## src/rtl/nrf_pkg.sv

```systemverilog
package nrf_pkg;
  localparam int DW        = 32;
  localparam int BW        = 8;
  localparam int REG_IDX_W = 4;
  localparam int CFG_W     = 6;
  localparam int INT_W     = 2;

  localparam logic [REG_IDX_W-1:0] IX_DATA  = 4'd0;
  localparam logic [REG_IDX_W-1:0] IX_ADDR  = 4'd1;
  localparam logic [REG_IDX_W-1:0] IX_CMD   = 4'd2;
  localparam logic [REG_IDX_W-1:0] IX_STOP  = 4'd3;
  localparam logic [REG_IDX_W-1:0] IX_CTRL  = 4'd4;
  localparam logic [REG_IDX_W-1:0] IX_CFG   = 4'd5;
  localparam logic [REG_IDX_W-1:0] IX_STAT  = 4'd6;
  localparam logic [REG_IDX_W-1:0] IX_ISTAT = 4'd7;
  localparam logic [REG_IDX_W-1:0] IX_IEN   = 4'd8;
  localparam logic [REG_IDX_W-1:0] IX_ISET  = 4'd9;
  localparam logic [REG_IDX_W-1:0] IX_ICLR  = 4'd10;
  localparam logic [REG_IDX_W-1:0] IX_TIM   = 4'd11;
  localparam logic [REG_IDX_W-1:0] IX_TC    = 4'd12;
  localparam logic [REG_IDX_W-1:0] IX_ECC   = 4'd13;
  localparam logic [REG_IDX_W-1:0] IX_DMAD  = 4'd14;

  localparam int CTL_START  = 0;
  localparam int CTL_ECCCLR = 1;
  localparam int CTL_SWRST  = 2;
  localparam int CFG_CE     = 5;
  localparam int INT_RDY    = 0;
  localparam int INT_TC     = 1;

  typedef enum logic [1:0] {
    CYC_CMD  = 2'd0,
    CYC_ADDR = 2'd1,
    CYC_DWR  = 2'd2,
    CYC_DRD  = 2'd3
  } cyc_kind_e;
endpackage

```

## src/rtl/nrf_sync.sv

```systemverilog
module nrf_sync #(
  parameter int STAGES = 2
) (
  input  logic clk,
  input  logic rst_n,
  input  logic d,
  output logic q
);
  logic [STAGES-1:0] sh;

  generate
    if (STAGES == 1) begin : g_one
      always_ff @(posedge clk or negedge rst_n)
        if (!rst_n) sh <= '0;
        else        sh <= d;
    end else begin : g_many
      always_ff @(posedge clk or negedge rst_n)
        if (!rst_n) sh <= '0;
        else        sh <= {sh[STAGES-2:0], d};
    end
  endgenerate

  assign q = sh[STAGES-1];
endmodule

```

## src/rtl/nrf_access.sv

```systemverilog
module nrf_access
  import nrf_pkg::*;
(
  input  logic                 clk,
  input  logic                 rst_n,
  input  logic                 bus_req,
  input  logic                 bus_we,
  input  logic [REG_IDX_W-1:0] idx,
  input  logic [BW-1:0]        wbyte,
  input  logic [DW-1:0]        reg_rdata,
  output logic                 bus_ack,
  output logic [DW-1:0]        bus_rdata,
  output logic                 reg_wr,
  output logic                 cyc_valid,
  input  logic                 cyc_ready,
  output cyc_kind_e            cyc_kind,
  output logic [BW-1:0]        cyc_wdata,
  input  logic [BW-1:0]        cyc_rdata
);
  typedef enum logic [1:0] {S_IDLE, S_WAIT, S_ACK} st_e;
  st_e       st;
  logic      is_data, is_latch, go_flash;
  cyc_kind_e kind_n;

  always_comb begin
    is_data  = (idx == IX_DATA) || (idx == IX_DMAD);
    is_latch = bus_we && ((idx == IX_ADDR) || (idx == IX_CMD));
    go_flash = is_data || is_latch;
    if (is_data)            kind_n = bus_we ? CYC_DWR : CYC_DRD;
    else if (idx == IX_CMD) kind_n = CYC_CMD;
    else                    kind_n = CYC_ADDR;
  end

  assign reg_wr    = (st == S_IDLE) && bus_req && bus_we && !go_flash;
  assign cyc_valid = (st == S_WAIT);
  assign bus_ack   = (st == S_ACK);

  always_ff @(posedge clk or negedge rst_n) begin
    if (!rst_n) begin
      st        <= S_IDLE;
      cyc_kind  <= CYC_CMD;
      cyc_wdata <= '0;
      bus_rdata <= '0;
    end else begin
      unique case (st)
        S_IDLE: if (bus_req) begin
          if (go_flash) begin
            st        <= S_WAIT;
            cyc_kind  <= kind_n;
            cyc_wdata <= bus_we ? wbyte : '0;
          end else begin
            bus_rdata <= bus_we ? '0 : reg_rdata;
            st        <= S_ACK;
          end
        end
        S_WAIT: if (cyc_ready) begin
          bus_rdata <= (cyc_kind == CYC_DRD) ? {{(DW-BW){1'b0}}, cyc_rdata} : '0;
          st        <= S_ACK;
        end
        S_ACK:   st <= S_IDLE;
        default: st <= S_IDLE;
      endcase
    end
  end

  // request attributes stay put while the engine stalls
  p_hold_stable_r13: assert property (@(posedge clk) disable iff (!rst_n)
    cyc_valid && !cyc_ready |=> cyc_valid && $stable(cyc_kind) && $stable(cyc_wdata));

  // acknowledge lasts one cycle and is never followed by a live request
  p_ack_pulse_r13: assert property (@(posedge clk) disable iff (!rst_n)
    bus_ack |=> !bus_ack && !cyc_valid);

  // a flash request always ends in an acknowledge
  p_hs_then_ack_r13: assert property (@(posedge clk) disable iff (!rst_n)
    cyc_valid && cyc_ready |=> bus_ack);
endmodule

```

## src/rtl/nrf_xfer.sv

```systemverilog
module nrf_xfer #(
  parameter int CNT_W = 16
) (
  input  logic             clk,
  input  logic             rst_n,
  input  logic             clr,
  input  logic             load,
  input  logic [CNT_W-1:0] load_val,
  input  logic             start,
  input  logic             stop,
  input  logic             dcyc,
  output logic [CNT_W-1:0] cnt,
  output logic             run,
  output logic             done
);
  assign done = run && (cnt == '0) && !start && !stop && !clr;

  always_ff @(posedge clk or negedge rst_n) begin
    if (!rst_n) begin
      cnt <= '0;
      run <= 1'b0;
    end else if (clr) begin
      cnt <= '0;
      run <= 1'b0;
    end else begin
      if (load)                            cnt <= load_val;
      else if (run && dcyc && cnt != '0)   cnt <= cnt - 1'b1;
      if (stop)       run <= 1'b0;
      else if (start) run <= 1'b1;
      else if (done)  run <= 1'b0;
    end
  end

  // the counter never climbs except through a load
  p_no_climb_r5: assert property (@(posedge clk) disable iff (!rst_n)
    !load |=> cnt <= $past(cnt));

  // a transfer at zero ends on the next edge
  p_end_at_zero_r5: assert property (@(posedge clk) disable iff (!rst_n)
    run && cnt == '0 && !start |=> !run);

  // after a stop nothing counts
  p_stop_freezes_r6: assert property (@(posedge clk) disable iff (!rst_n)
    stop |=> !run);
endmodule

```

## src/rtl/nrf_irq.sv

```systemverilog
module nrf_irq #(
  parameter int W = 2
) (
  input  logic         clk,
  input  logic         rst_n,
  input  logic         clr,
  input  logic [W-1:0] evt,
  input  logic         set_we,
  input  logic         clr_we,
  input  logic [W-1:0] mask,
  input  logic [W-1:0] en,
  output logic [W-1:0] flags,
  output logic         irq
);
  logic [W-1:0] flags_n;

  always_comb begin
    flags_n = (flags & ~(clr_we ? mask : '0)) | evt | (set_we ? mask : '0);
    if (clr) flags_n = '0;
  end

  always_ff @(posedge clk or negedge rst_n)
    if (!rst_n) flags <= '0;
    else        flags <= flags_n;

  assign irq = |(flags & en);

  // software reset empties the flags
  p_swrst_clears_r10: assert property (@(posedge clk) disable iff (!rst_n)
    clr |=> flags == '0);

  // the ready flag only rises from an edge event or a set write
  p_rdy_cause_r7: assert property (@(posedge clk) disable iff (!rst_n)
    $rose(flags[0]) |-> $past(evt[0]) || $past(set_we && mask[0]));

  // a clear write without a new event drops the flag
  p_clr_works_r9: assert property (@(posedge clk) disable iff (!rst_n)
    clr_we && mask[0] && !evt[0] && !set_we |=> !flags[0]);
endmodule

```

## src/rtl/nand_reg_frontend.sv

```systemverilog
module nand_reg_frontend
  import nrf_pkg::*;
#(
  parameter int CNT_W       = 16,
  parameter int SYNC_STAGES = 2
) (
  input  logic                 clk,
  input  logic                 rst_n,
  input  logic                 bus_req,
  input  logic                 bus_we,
  input  logic [REG_IDX_W-1:0] bus_addr,
  input  logic [DW-1:0]        bus_wdata,
  output logic                 bus_ack,
  output logic [DW-1:0]        bus_rdata,
  output logic                 cyc_valid,
  input  logic                 cyc_ready,
  output logic [1:0]           cyc_kind,
  output logic [BW-1:0]        cyc_wdata,
  input  logic [BW-1:0]        cyc_rdata,
  input  logic                 flash_rb,
  output logic                 flash_ce_n,
  output logic [DW-1:0]        timing_cfg,
  output logic                 ecc_clear,
  output logic                 irq
);
  logic             reg_wr, wr_ctrl, sw_rst, start, stop, load, dcyc;
  logic [CFG_W-1:0] cfg;
  logic [INT_W-1:0] ien, flags, evt;
  logic [CNT_W-1:0] cnt;
  logic             run, done, rb_s, rb_d;
  logic [DW-1:0]    rmux;
  cyc_kind_e        kind_e;

  nrf_access u_acc (
    .clk, .rst_n, .bus_req, .bus_we,
    .idx(bus_addr), .wbyte(bus_wdata[BW-1:0]), .reg_rdata(rmux),
    .bus_ack, .bus_rdata, .reg_wr,
    .cyc_valid, .cyc_ready, .cyc_kind(kind_e), .cyc_wdata, .cyc_rdata
  );
  assign cyc_kind = kind_e;

  assign wr_ctrl = reg_wr && (bus_addr == IX_CTRL);
  assign sw_rst  = wr_ctrl && bus_wdata[CTL_SWRST];
  assign start   = wr_ctrl && bus_wdata[CTL_START] && !sw_rst;
  assign stop    = reg_wr && (bus_addr == IX_STOP);
  assign load    = reg_wr && (bus_addr == IX_TC);
  assign dcyc    = cyc_valid && cyc_ready && kind_e[1];

  nrf_xfer #(.CNT_W(CNT_W)) u_xfer (
    .clk, .rst_n, .clr(sw_rst), .load, .load_val(bus_wdata[CNT_W-1:0]),
    .start, .stop, .dcyc, .cnt, .run, .done
  );

  nrf_sync #(.STAGES(SYNC_STAGES)) u_sync (
    .clk, .rst_n, .d(flash_rb), .q(rb_s)
  );

  always_ff @(posedge clk or negedge rst_n)
    if (!rst_n) rb_d <= 1'b0;
    else        rb_d <= rb_s;

  assign evt[INT_RDY] = rb_s && !rb_d;
  assign evt[INT_TC]  = done;

  nrf_irq #(.W(INT_W)) u_irq (
    .clk, .rst_n, .clr(sw_rst), .evt,
    .set_we(reg_wr && (bus_addr == IX_ISET)),
    .clr_we(reg_wr && (bus_addr == IX_ICLR)),
    .mask(bus_wdata[INT_W-1:0]), .en(ien), .flags, .irq
  );

  always_ff @(posedge clk or negedge rst_n) begin
    if (!rst_n) begin
      cfg        <= '0;
      ien        <= '0;
      timing_cfg <= '0;
      ecc_clear  <= 1'b0;
    end else begin
      ecc_clear <= wr_ctrl && bus_wdata[CTL_ECCCLR];
      if (reg_wr && bus_addr == IX_TIM) timing_cfg <= bus_wdata;
      if (sw_rst) begin
        cfg <= '0;
        ien <= '0;
      end else begin
        if (reg_wr && bus_addr == IX_CFG) cfg <= bus_wdata[CFG_W-1:0];
        if (reg_wr && bus_addr == IX_IEN) ien <= bus_wdata[INT_W-1:0];
      end
    end
  end

  assign flash_ce_n = !cfg[CFG_CE];

  always_comb begin
    unique case (bus_addr)
      IX_CTRL:  rmux = DW'(run);
      IX_CFG:   rmux = DW'(cfg);
      IX_STAT:  rmux = DW'({1'b0, cyc_valid, rb_s});
      IX_ISTAT: rmux = DW'(flags & ien);
      IX_IEN:   rmux = DW'(ien);
      IX_ISET:  rmux = DW'(flags);
      IX_TIM:   rmux = timing_cfg;
      IX_TC:    rmux = DW'(cnt);
      default:  rmux = '0;
    endcase
  end

  // the clear pulse is a single cycle
  p_ecc_pulse_r11: assert property (@(posedge clk) disable iff (!rst_n)
    ecc_clear |=> !ecc_clear);

  // a configuration write with bit 5 set forces chip enable low
  p_ce_follow_r4: assert property (@(posedge clk) disable iff (!rst_n)
    reg_wr && bus_addr == IX_CFG && bus_wdata[CFG_CE] |=> !flash_ce_n);
endmodule

```

## config.mk

```make
export PLATFORM = sky130hd
export DESIGN_NAME = nand_reg_frontend
export DESIGN_NICKNAME = d
export VERILOG_FILES = /design/src/rtl/nrf_pkg.sv /design/src/rtl/nrf_sync.sv /design/src/rtl/nrf_access.sv /design/src/rtl/nrf_xfer.sv /design/src/rtl/nrf_irq.sv /design/src/rtl/nand_reg_frontend.sv
export SDC_FILE = /design/constraint.sdc
export NUM_CORES = 1
export LEC_CHECK = 0
export ABC_AREA = 1
export CORE_MARGIN = 5
export CORE_UTILIZATION = 64
export DETAILED_ROUTE_END_ITERATION = 6
export DONT_BUFFER_PORTS = 1
export GPL_ROUTABILITY_DRIVEN = 0
export PLACE_DENSITY = 0.81
export SETUP_SLACK_MARGIN = 0.15
export SLEW_MARGIN = 20
export SYNTH_ARGS = -nofsm -noshare
export SYNTH_HDL_FRONTEND = slang
export SYNTH_SLANG_ARGS = --single-unit
```

## constraint.sdc

```tcl
create_clock -name clk -period 2.1 [get_ports clk]
set_clock_uncertainty 0.1 [all_clocks]
set_input_delay 0.21 -clock clk [delete_from_list [all_inputs] [get_ports clk]]
set_output_delay 0.21 -clock clk [all_outputs]
set_load 0.05 [all_outputs]
```

* Word level (Yosys, flattened, before mapping)
Index checks and enable logic that the tools add are counted.
** Operators by class
- Equality and inequality tests :: 19
- Mux-type cells :: 29
- Bitwise gates (word level) :: 6
- Reduce and logical (&&, ||, !) cells :: 47
- Add/sub/neg operators :: 1
** Operators by type and width (number)
- case mux 32 bit (8 select lines) :: 1
- 2-to-1 mux 32 bit :: 4
- case mux 32 bit (2 select lines) :: 1
- 2-to-1 mux 16 bit :: 3
- logical AND 1 bit :: 25
- equality test 4 bit, second input constant :: 6
- 2-to-1 mux 2 bit :: 9
- equality test 4 x 3 -> 1 bit, second input constant :: 4
- zero test 16 bit :: 1
- 2-to-1 mux 8 bit :: 2
- nonzero test 16 bit :: 1
- subtractor 16 x 1 -> 16 bit, second input constant :: 1
- 2-to-1 mux 6 bit :: 2
- equality test 4 x 2 -> 1 bit, second input constant :: 2
- AND 2 bit :: 3
- zero test 1 bit :: 6
- 2-to-1 mux 1 bit :: 6
- nonzero test 2 bit :: 3
- equality test 2 bit, second input constant :: 2
- equality test 4 x 1 -> 1 bit, second input constant :: 1
- zero test 4 bit :: 1
- != test 2 bit, second input constant :: 2
- bitwise OR 2 bit :: 2
- case mux 2 bit (2 select lines) :: 1
- 11 further kinds :: 13
** Storage, ports and cells
- Bits of input ports :: 50
- Output and inout port bits :: 79
- Register bits after elaboration :: 107
- Word-level logic and storage cells :: 115

* Longest topological paths before layout
Gate-level depths: netlist (run 1).
- Depth after elaboration :: 18
- Mapped depth :: 12

* By module
Synthesis (run 1) repeated with hierarchy kept, for this count alone.
** Unflattened totals
- Cell total of the unflattened synthesis :: 824
- Area, all modules :: 5861.9 um^2
** Modules (own cells, without submodules)
- nrf_access :: area each 2233.4 um^2, cells each 294, seq. area each 1101.1 um^2, instances 1
- nand_reg_frontend :: area each 2185.8 um^2, cells each 306, seq. area each 1051.0 um^2, instances 1
- nrf_xfer :: area each 1298.7 um^2, cells each 211, seq. area each 425.4 um^2, instances 1
- nrf_irq :: area each 93.8 um^2, cells each 11, seq. area each 50.0 um^2, instances 1
- nrf_sync :: area each 50.0 um^2, cells each 2, seq. area each 50.0 um^2, instances 1

* Worst setup path after synthesis (run 1)
No wires, ideal clock.
- Path kind :: reg2reg
- Start point :: register u_xfer.cnt[0]
- End point :: register u_xfer.cnt[14]
- Arrival :: 1.493 ns
- Setup slack :: 0.389 ns
- Buffers on the path :: 1
- Clock period less this slack :: 1.711 ns
- Cell stages (with the launch flop) :: 11
- Cells stage by stage :: dfrtp_1 > inv_1 > ha_1 > nand3_1 > nor2_1 > nand2_1 > nand4_1 > nand3_2 > buf_4 > nand3_1 > nand2_1
** Between the ends
- Longest elaborated chain between the ends :: 4
- Elaborated cells between the ends (all ways) :: 7
- Those cells by class :: add/sub: 1; mux: 3; reduce/logical: 3
** RTL lines
- from (decl) :: line nrf_xfer.sv:12 : output logic [CNT_W-1:0] cnt,
- from (signal assigned) :: line nrf_xfer.sv:26 : if (load) cnt <= load_val;
- from (signal assigned) :: line nrf_xfer.sv:27 : else if (run && dcyc && cnt != '0) cnt <= cnt - 1'b1;
- subtractor 16 x 1 -> 16 bit :: line nrf_xfer.sv:27
- 2-to-1 mux 16 bit :: line nrf_xfer.sv:27
- 2-to-1 mux 16 bit :: line nrf_xfer.sv:26
- 2-to-1 mux 16 bit :: line nrf_xfer.sv:22 : end else if (clr) begin
Parallel ways exist; a longest one is shown, timed or not. The select of a mux whose other input is x is not followed.
A chain may end at the register's enable or synchronous reset.

* Worst setup path after layout (run 1)
- Start point :: register u_acc.st[0]
- End point :: register timing_cfg[15]
** Between the ends
- Longest elaborated chain between the ends :: 5
** RTL lines
- from (decl) :: line nrf_access.sv:21 : st_e st;
- from (signal assigned) :: line nrf_access.sv:40 : st <= S_IDLE;
- from (signal assigned) :: line nrf_access.sv:48 : st <= S_WAIT;
- from (signal assigned) :: line nrf_access.sv:53 : st <= S_ACK;
- zero test 2 bit :: line nrf_access.sv:34 : assign reg_wr = (st == S_IDLE) && bus_req && bus_we && !go_flash;
- logical AND 1 bit (3 in series) :: line nrf_access.sv:34
- logical AND 1 bit :: line nand_reg_frontend.sv:80 : if (reg_wr && bus_addr == IX_TIM) timing_cfg <= bus_wdata;
- to (signal assigned) :: line nand_reg_frontend.sv:80
- to (decl) :: line nand_reg_frontend.sv:22 : output logic [DW-1:0] timing_cfg,
Every way passes these cells.

==> results of run 1 <==
-- where the power goes --
part           total (mW)  switching [mW]  internal, mW
logic                1.61            1.01         0.601
clock network        1.28           0.800         0.476
registers            3.46            1.06          2.40
-- synthesized netlist by cell type (all sizes together) --
master    n
o211ai    1
a31oi     4
buf      18
clkinv    3
nand3    64
a21oi     7
nor4      1
o21a      1
xor2      6
o22ai     3
xnor2     2
nand2   256
nand4    23
nor3      1
clkbuf   11
a22o      1
o21ai    78
a22oi     3
inv      49
ha        2
nor2     54
dfrtp   107
-- routing by layer --
layer  vias up  track usage (%)  part of all wire [%]
met2       304             47.7                    48
met1      2443             38.3                    38
met5         -                0                     0
met3        59             5.58                    10
li1       2362                -                     -
met4         0             9.82                   3.0
-- cells by family after synthesis --
family,after synthesis
AOI/OAI and AO/OA,98
xor gates and xnor gates,8
adders and majority gates,2
buffers and inverters,81
DFF,107
and+or+nand+nor,399
-- what timing repair did --
item | in CTS | in global routing
buffers inserted | 0 | 7
gates cloned | 0 | 3
endpoints found under the hold margin | 174 | 107
gates resized for setup | 1 | 12
pin swaps | 0 | 2
setup endpoints to repair | 1 | 66
-- area by class of cell --
type	instances	area, um2	share of cell area (%)
Clock buffer	9	124	1.98
Clock inverter	7	75.1	1.20
Inverter	52	203	3.24
Multi-Input combinational cell	509	2390	38.2
Sequential cell	107	2680	42.8
Tap cell	105	131	2.10
Timing Repair Buffer	68	658	10.5
-- path summary, 6_finish.rpt --
| path | from | endpoint | slack (ns) | cells past startpoint |
|---|---|---|---|---|
| max | u_acc.st[0] | timing_cfg[15] | 0.22 | 9 |
| min | rst_n | u_acc.bus_rdata[16] | -0.58 | 0 |
| max reg2reg | u_acc.st[0] | timing_cfg[15] | 0.22 | 9 |
| min reg2reg | u_sync.sh[0] | u_sync.sh[1] | 0.27 | 0 |
| max in group asynchronous | rst_n | u_xfer.cnt[0] | 2.31 | 0 |
| min in group clk | cyc_rdata[4] | u_acc.bus_rdata[4] | 0.01 | 2 |
-- through the flow --
step / setup slack, ns / power, mW
after floorplan: 0.389 / 4.55
after global placement: 0.224 / 4.89
after detailed placement: 0.147 / 4.95
after CTS: 0.172 / 6.28
after global routing: 0.136 / 6.68
final: 0.218 / 6.35
-- flip-flops by register name, summed over array words and instances, names as in the netlist --
signal	flops
cfg	6
ecc_clear	1
ien	2
rb_d	1
timing_cfg	32
u_acc.bus_rdata	32
u_acc.cyc_kind	2
u_acc.cyc_wdata	8
u_acc.st	2
u_irq.flags	2
u_sync.sh	2
u_xfer.cnt	16
u_xfer.run	1
-- worst register-to-register path, stage by stage (launching register included) --
cell	delay, ns
sky130_fd_sc_hd__dfrtp_1	0.44
sky130_fd_sc_hd__nor2_1	0.10
sky130_fd_sc_hd__nand2_1	0.11
sky130_fd_sc_hd__nor2_4	0.14
sky130_fd_sc_hd__buf_12	0.14
sky130_fd_sc_hd__nand2_4	0.09
sky130_fd_sc_hd__inv_8	0.13
sky130_fd_sc_hd__nand2_2	0.07
sky130_fd_sc_hd__buf_6	0.20
sky130_fd_sc_hd__a21oi_1	0.26
==> flow_summary.json, run 1 <==
{
  "run_status": "finished with violations",
  "failed_checks": "negative hold slack",
  "gr_util_all_layers_pct": 28.8,
  "synthDominantAreaCellType": "sky130_fd_sc_hd__dfrtp_1",
  "setup_total_negative_slack_ns": 0,
  "cts_hold_repair.buffers": 43,
  "routed-via-count": 5168,
  "detailedRoute.firstIterationViolations": 524,
  "synth_xor_xnor_area_share_pct": 1.31,
  "drv_slew": 0,
  "crit_fanout": 30,
  "post_synth_mux_area_share_pct": 0,
  "worst-setup-path-type": "register to register",
  "initial_antenna_violation_count": 0,
  "path_buf_inv": 3,
  "critPathTopFamily": "simple AND/OR/NAND/NOR gates",
  "sequential_to_total_area_share_from_yosys_stat_pct": 49.9,
  "drt-pass1-iter-count": 5,
  "series_of_cell_instances_along_the_critical_path": "nor2_1, nand2_1, nor2_4, buf_12, nand2_4, inv_8, nand2_2, buf_6, a21oi_1",
  "postSynthNetCount": 747,
  "detail_route.drc_violations": 0,
  "wire_length_of_the_first_global_routing_pass_um": 23700,
  "drive_gt1_share_pct": 8.38,
  "synthToLayoutAreaGrowth_pct": 16.6,
  "clock-root-buffer": "sky130_fd_sc_hd__clkbuf_8",
  "peak_supply_drop_uv": 648,
  "worstSkewPairLatency_ns": 0.37,
  "hpwl_um": 10200,
  "synth_area_leaders": "sky130_fd_sc_hd__dfrtp_1 50%, sky130_fd_sc_hd__nand2_1 17%, sky130_fd_sc_hd__o21ai_0 6.5%, sky130_fd_sc_hd__nand3_1 5.8%, sky130_fd_sc_hd__nor2_1 3.5%",
  "actual_transition_at_the_worst_max_transition_pin_ns": 0.616,
  "drv_cap": 0,
  "post_layout_nonfiller_instances": 857,
  "rsz0062_at_grt": "true",
  "initial_utilization_pct": 65.7,
  "number_of_instances_in_the_synthesized_netlist": 695,
  "yosysUniqueCellTypes": 36,
  "cts.reportedPaths.clkPinSlew_ns": 0.12,
  "slowest_stage": "sky130_fd_sc_hd__dfrtp_1",
  "synth.ff_latch_count": 107,
  "drtAntennaViolNets": 0,
  "drt_wl_total_um": 15300,
  "dieArea_um2": 10300,
  "layout.cells.most_common_list": "250 x sky130_fd_sc_hd__nand2_1, 107 x sky130_fd_sc_hd__dfrtp_1, 70 x sky130_fd_sc_hd__o21ai_0",
  "n_antenna_cell": 0,
  "num-nets-final": 799,
  "cpPeakStageDelay_ns": 0.44,
  "port-buffer-count": 0,
  "maxSlewHeadroom_pct": 59.0,
  "synthSimpleGateAreaFrac_pct": 32.1,
  "first_global_vias": 4767,
  "power_leakage_nw": 3.09,
  "clock.fmax_mhz": 531,
  "route.detailed.vias_per_inst": 6.03,
  "ctsHtreeMaxLevel": 3,
  "fin_area_um2": 6260,
  "average_routed_wire_per_standard_cell_um": 17.9,
  "io_pins": 129,
  "post-route-period-util_pct": 89.6,
  "data_required_time_at_the_worst_endpoint_ns": 2.27,
  "synth-adder-area-share_pct": 0.466,
  "fin_hold_ws_ns": -0.584,
  "grt_start_max_net_pins": 108,
  "overflow": 0,
  "die_height_um": 102,
  "end_kind": "register",
  "synth_compound_gate_area_share_pct": 9.67,
  "post_placement_cell_count": 788,
  "netlist_area_um2": 5370,
  "cts_tree": "built",
  "dominant_combinational_cell_family_by_area_after_synthesis": "simple AND/OR/NAND/NOR gates",
  "yosysTopAreaCellShare_pct": 49.9,
  "post_synth.cell_area_avg_um2": 7.72,
  "placed_cell_area_um2": 5490,
  "cts-root-to-sink-buffers": 2,
  "cp_launch_type": "register",
  "postLayoutCoreUtil_pct": 76.6,
  "final_period_minus_worst_setup_slack_ns": 1.88,
  "placeableCoreArea_um2": 8180,
  "setup_violations": 0,
  "cts_made_buffers": 9,
  "timing.hold.worst.class": "input port to asynchronous set/reset pin",
  "tritoncts_num_sinks": 107,
  "filler_cell_count": 588,
  "placement_rows": 33,
  "final_common_cell": "sky130_fd_sc_hd__nand2_1",
  "cp.arrival_ns": 2.06,
  "power.density_cell_area_nw_per_um2": 1010,
  "die_x_um": 102,
  "finalHoldViolCount": 107,
  "synthesis.yosys.warnings": 0
}
(Power assumes the default switching activity.)
==> run 2: changes to the inputs <==
ABC_AREA = not set   (was 1)
BUFFER_PORTS_ARGS = -buffer_cell sky130_fd_sc_hd__clkbuf_2   (was not set)
CORE_MARGIN = not set   (was 5)
CORE_UTILIZATION = 53   (was 64)
DONT_BUFFER_PORTS = not set   (was 1)
==> run 2 against run 1 <==
Net effect: the flow now finishes without violations; clock-buffer cell count unchanged; maximum frequency is 5.9% lower; combinational power increased by 40%; critical path depth fell by 1; clock power about the same; die area down 2.7%; first-iteration DRC count down 22%; power rose by 0.95%; sequential share of layout area shrank 2.3 points; non-clock buffer count rose by 127; register-to-register slack worse by 0.12 ns; critical path type unchanged.
==> flow_summary.json, run 2 <==
{
  "setup_violations": 0,
  "timing.hold.worst.class": "input port to register",
  "postSynthNetCount": 524,
  "final_common_cell": "sky130_fd_sc_hd__clkbuf_2",
  "initial_utilization_pct": 55.0,
  "drt-pass1-iter-count": 5,
  "power_leakage_nw": 3.25,
  "data_required_time_at_the_worst_endpoint_ns": 2.26,
  "run_status": "complete, no violations",
  "ctsHtreeMaxLevel": 3,
  "average_routed_wire_per_standard_cell_um": 17.9,
  "worst-setup-path-type": "register to register",
  "drv_slew": 0,
  "cp_launch_type": "register",
  "drt_wl_total_um": 14000,
  "number_of_instances_in_the_synthesized_netlist": 472,
  "maxSlewHeadroom_pct": 48.2,
  "cts_made_buffers": 9,
  "yosysTopAreaCellShare_pct": 52.4,
  "die_height_um": 100,
  "drv_cap": 0,
  "hpwl_um": 9420,
  "worstSkewPairLatency_ns": 0.38,
  "synth_area_leaders": "sky130_fd_sc_hd__dfrtp_1 52%, sky130_fd_sc_hd__mux2_1 8.2%, sky130_fd_sc_hd__o21ai_0 3.9%, sky130_fd_sc_hd__a22o_1 3.6%, sky130_fd_sc_hd__nand2_1 2.8%",
  "netlist_area_um2": 5110,
  "final-seq-area_um2": 2680,
  "tritoncts_num_sinks": 107,
  "multiInputGateArea_um2": 2280,
  "yosys.cell_count.top_type": "sky130_fd_sc_hd__dfrtp_1",
  "path_depth": 8,
  "placed_cell_area_um2": 6050,
  "cts-root-to-sink-buffers": 2,
  "port-buffer-count": 128,
  "critPathTopFamily": "simple AND/OR/NAND/NOR gates",
  "yosysUniqueCellTypes": 61,
  "crit_fanout": 4,
  "clock-root-buffer": "sky130_fd_sc_hd__clkbuf_8",
  "fin_area_um2": 6630,
  "overflow": 0,
  "clock.fmax_mhz": 500,
  "die_x_um": 100,
  "slowest_stage": "sky130_fd_sc_hd__dfrtp_1",
  "wire_length_of_the_first_global_routing_pass_um": 22300,
  "initial_antenna_violation_count": 0,
  "io_pins": 129,
  "end_kind": "register",
  "sequential_to_total_area_share_from_yosys_stat_pct": 52.4,
  "synthToLayoutAreaGrowth_pct": 29.8,
  "final_period_minus_worst_setup_slack_ns": 2.00,
  "post_synth.cell_area_avg_um2": 10.8,
  "synthesis.yosys.warnings": 0,
  "netlist_top_cells_count": "107 x sky130_fd_sc_hd__dfrtp_1, 40 x sky130_fd_sc_hd__o21ai_0, 38 x sky130_fd_sc_hd__nand2_1",
  "routed-via-count": 4543,
  "n_antenna_cell": 0,
  "detail_route.drc_violations": 0,
  "finalHoldViolCount": 0,
  "rsz0062_at_grt": "true",
  "cts.reportedPaths.clkPinSlew_ns": 0.11,
  "post_synth_mux_area_share_pct": 9.77,
  "post-route-period-util_pct": 95.2,
  "top_regs": "timing_cfg: 32 flops, u_acc.bus_rdata: 32 flops, u_xfer.cnt: 16 flops",
  "timing.hold.worst_path_depth": 2,
  "series_of_cell_instances_along_the_critical_path": "inv_2, ha_2, nor4b_4, nand4_1, buf_4, and2_2, xnor2_1, a21oi_1",
  "drive_gt1_share_pct": 31.7,
  "synth-adder-area-share_pct": 0.490,
  "filler_cell_count": 698,
  "route.detailed.vias_per_inst": 5.83,
  "grt_start_max_net_pins": 42,
  "dominant_combinational_cell_family_by_area_after_synthesis": "compound AO/OA/AOI/OAI gates",
  "synthSimpleGateAreaFrac_pct": 13.6,
  "dieArea_um2": 10000,
  "synth_enable_flop_cells": 0,
  "synth_compound_gate_area_share_pct": 18.2,
  "placement_rows": 35,
  "power.density_cell_area_nw_per_um2": 966,
  "detailedRoute.firstIterationViolations": 409,
  "drtAntennaViolNets": 0,
  "peak_supply_drop_uv": 659,
  "num-nets-final": 697,
  "cp.arrival_ns": 2.16,
  "first_global_vias": 4371,
  "actual_transition_at_the_worst_max_transition_pin_ns": 0.766,
  "gr_util_all_layers_pct": 28.7,
  "timing.reg2reg.worst_path_depth": 8,
  "synth_xor_xnor_area_share_pct": 1.89,
  "layout.cells.most_common_list": "127 x sky130_fd_sc_hd__clkbuf_2, 104 x sky130_fd_sc_hd__dfrtp_1, 40 x sky130_fd_sc_hd__o21ai_0",
  "synthDominantAreaCellType": "sky130_fd_sc_hd__dfrtp_1",
  "postSynth.topFlopCell": "sky130_fd_sc_hd__dfrtp_1",
  "postSynth.asyncResetShare_pct": 100,
  "setup_total_negative_slack_ns": 0,
  "cpPeakStageDelay_ns": 0.42,
  "synth.ff_latch_count": 107,
  "power.total_mw": 6.41,
  "placeableCoreArea_um2": 9280,
  "cts_tree": "built",
  "path_buf_inv": 2
}
==> run 2: area by class of cell <==
cell class	count	area share [%]
clock buffer	9	1.87
clock inverter	7	1.38
inverter	10	0.566
multi-input combinational	322	34.4
sequential	107	40.4
tap	129	2.43
timing repair buffer	195	18.9
==> run 2: worst paths after layout <==
check,startpoint,end,slack (ns)
setup / recovery,u_xfer.cnt[1],u_xfer.cnt[0],0.10
hold / removal,bus_wdata[4],timing_cfg[4],0.02
setup reg to reg,u_xfer.cnt[1],u_xfer.cnt[0],0.10
hold reg to reg,u_sync.sh[0],u_sync.sh[1],0.26
max in group asynchronous,rst_n,timing_cfg[4],0.94
min in group asynchronous,rst_n,u_acc.cyc_wdata[5],0.27
==> run 2: power by group <==
group / internal, mW / switching [mW] / leakage (nW)
clock network: 0.485 / 0.824 / 0.106
registers: 2.42 / 0.414 / 1.40
logic: 0.795 / 1.47 / 1.74
==> run 2: what timing repair did <==
item,in CTS,in global routing
gates resized for setup,2,9
gates cloned,0,0
endpoints found under the hold margin,72,0
buffers inserted,3,4
hold buffers,29,0
pin swaps,2,4
endpoints found under the setup margin,10,14
==> run 2: layer usage <==
metal  vias to the layer above  global-route usage, %  wire length (um)
met3                        36                   5.15              1120
met4                         0                   9.59               299
li1                       2083                      -                 -
met2                       224                   45.3              6630
met5                         -                      0                 0
met1                      2200                   40.3              5920
==> run 2: kinds of logic (layout without fill, tap and decap cells) <==
| group | Yosys count | after routing |
|---|---|---|
| and+or+nand+nor | 125 | 125 |
| xor gates and xnor gates | 11 | 11 |
| DFF | 107 | 107 |
| AOI/OAI and AO/OA | 139 | 139 |
| adders and majority gates | 2 | 2 |
| buffers and inverters | 43 | 221 |
| muxes | 45 | 45 |
==> run 2: per-stage QoR <==
| stage | hold WS (ns) | instances | util [%] | setup WS (ns) |
|---|---|---|---|---|
| 6_report | 0.0218 | 779 | 71.4 | 0.100 |
| 5_1_grt | 0.0200 | 779 | 71.4 | 0.0499 |
| 4_1_cts | 0.00815 | 775 | 71.0 | 0.175 |
| 3_5_place_dp | 0.143 | 727 | 65.1 | 0.0401 |
| 3_3_place_gp | 0.132 | 727 | 65.1 | 0.119 |
| 2_1_floorplan | -0.186 | 472 | - | 0.154 |
==> run 2: worst reg2reg max path, stage by stage, from the launching register on <==
cell and delay, ns:
sky130_fd_sc_hd__dfrtp_1 0.42, sky130_fd_sc_hd__inv_2 0.07, sky130_fd_sc_hd__ha_2 0.16, sky130_fd_sc_hd__nor4b_4 0.23, sky130_fd_sc_hd__nand4_1 0.23, sky130_fd_sc_hd__buf_4 0.20, sky130_fd_sc_hd__and2_2 0.20, sky130_fd_sc_hd__xnor2_1 0.18
sky130_fd_sc_hd__a21oi_1 0.09
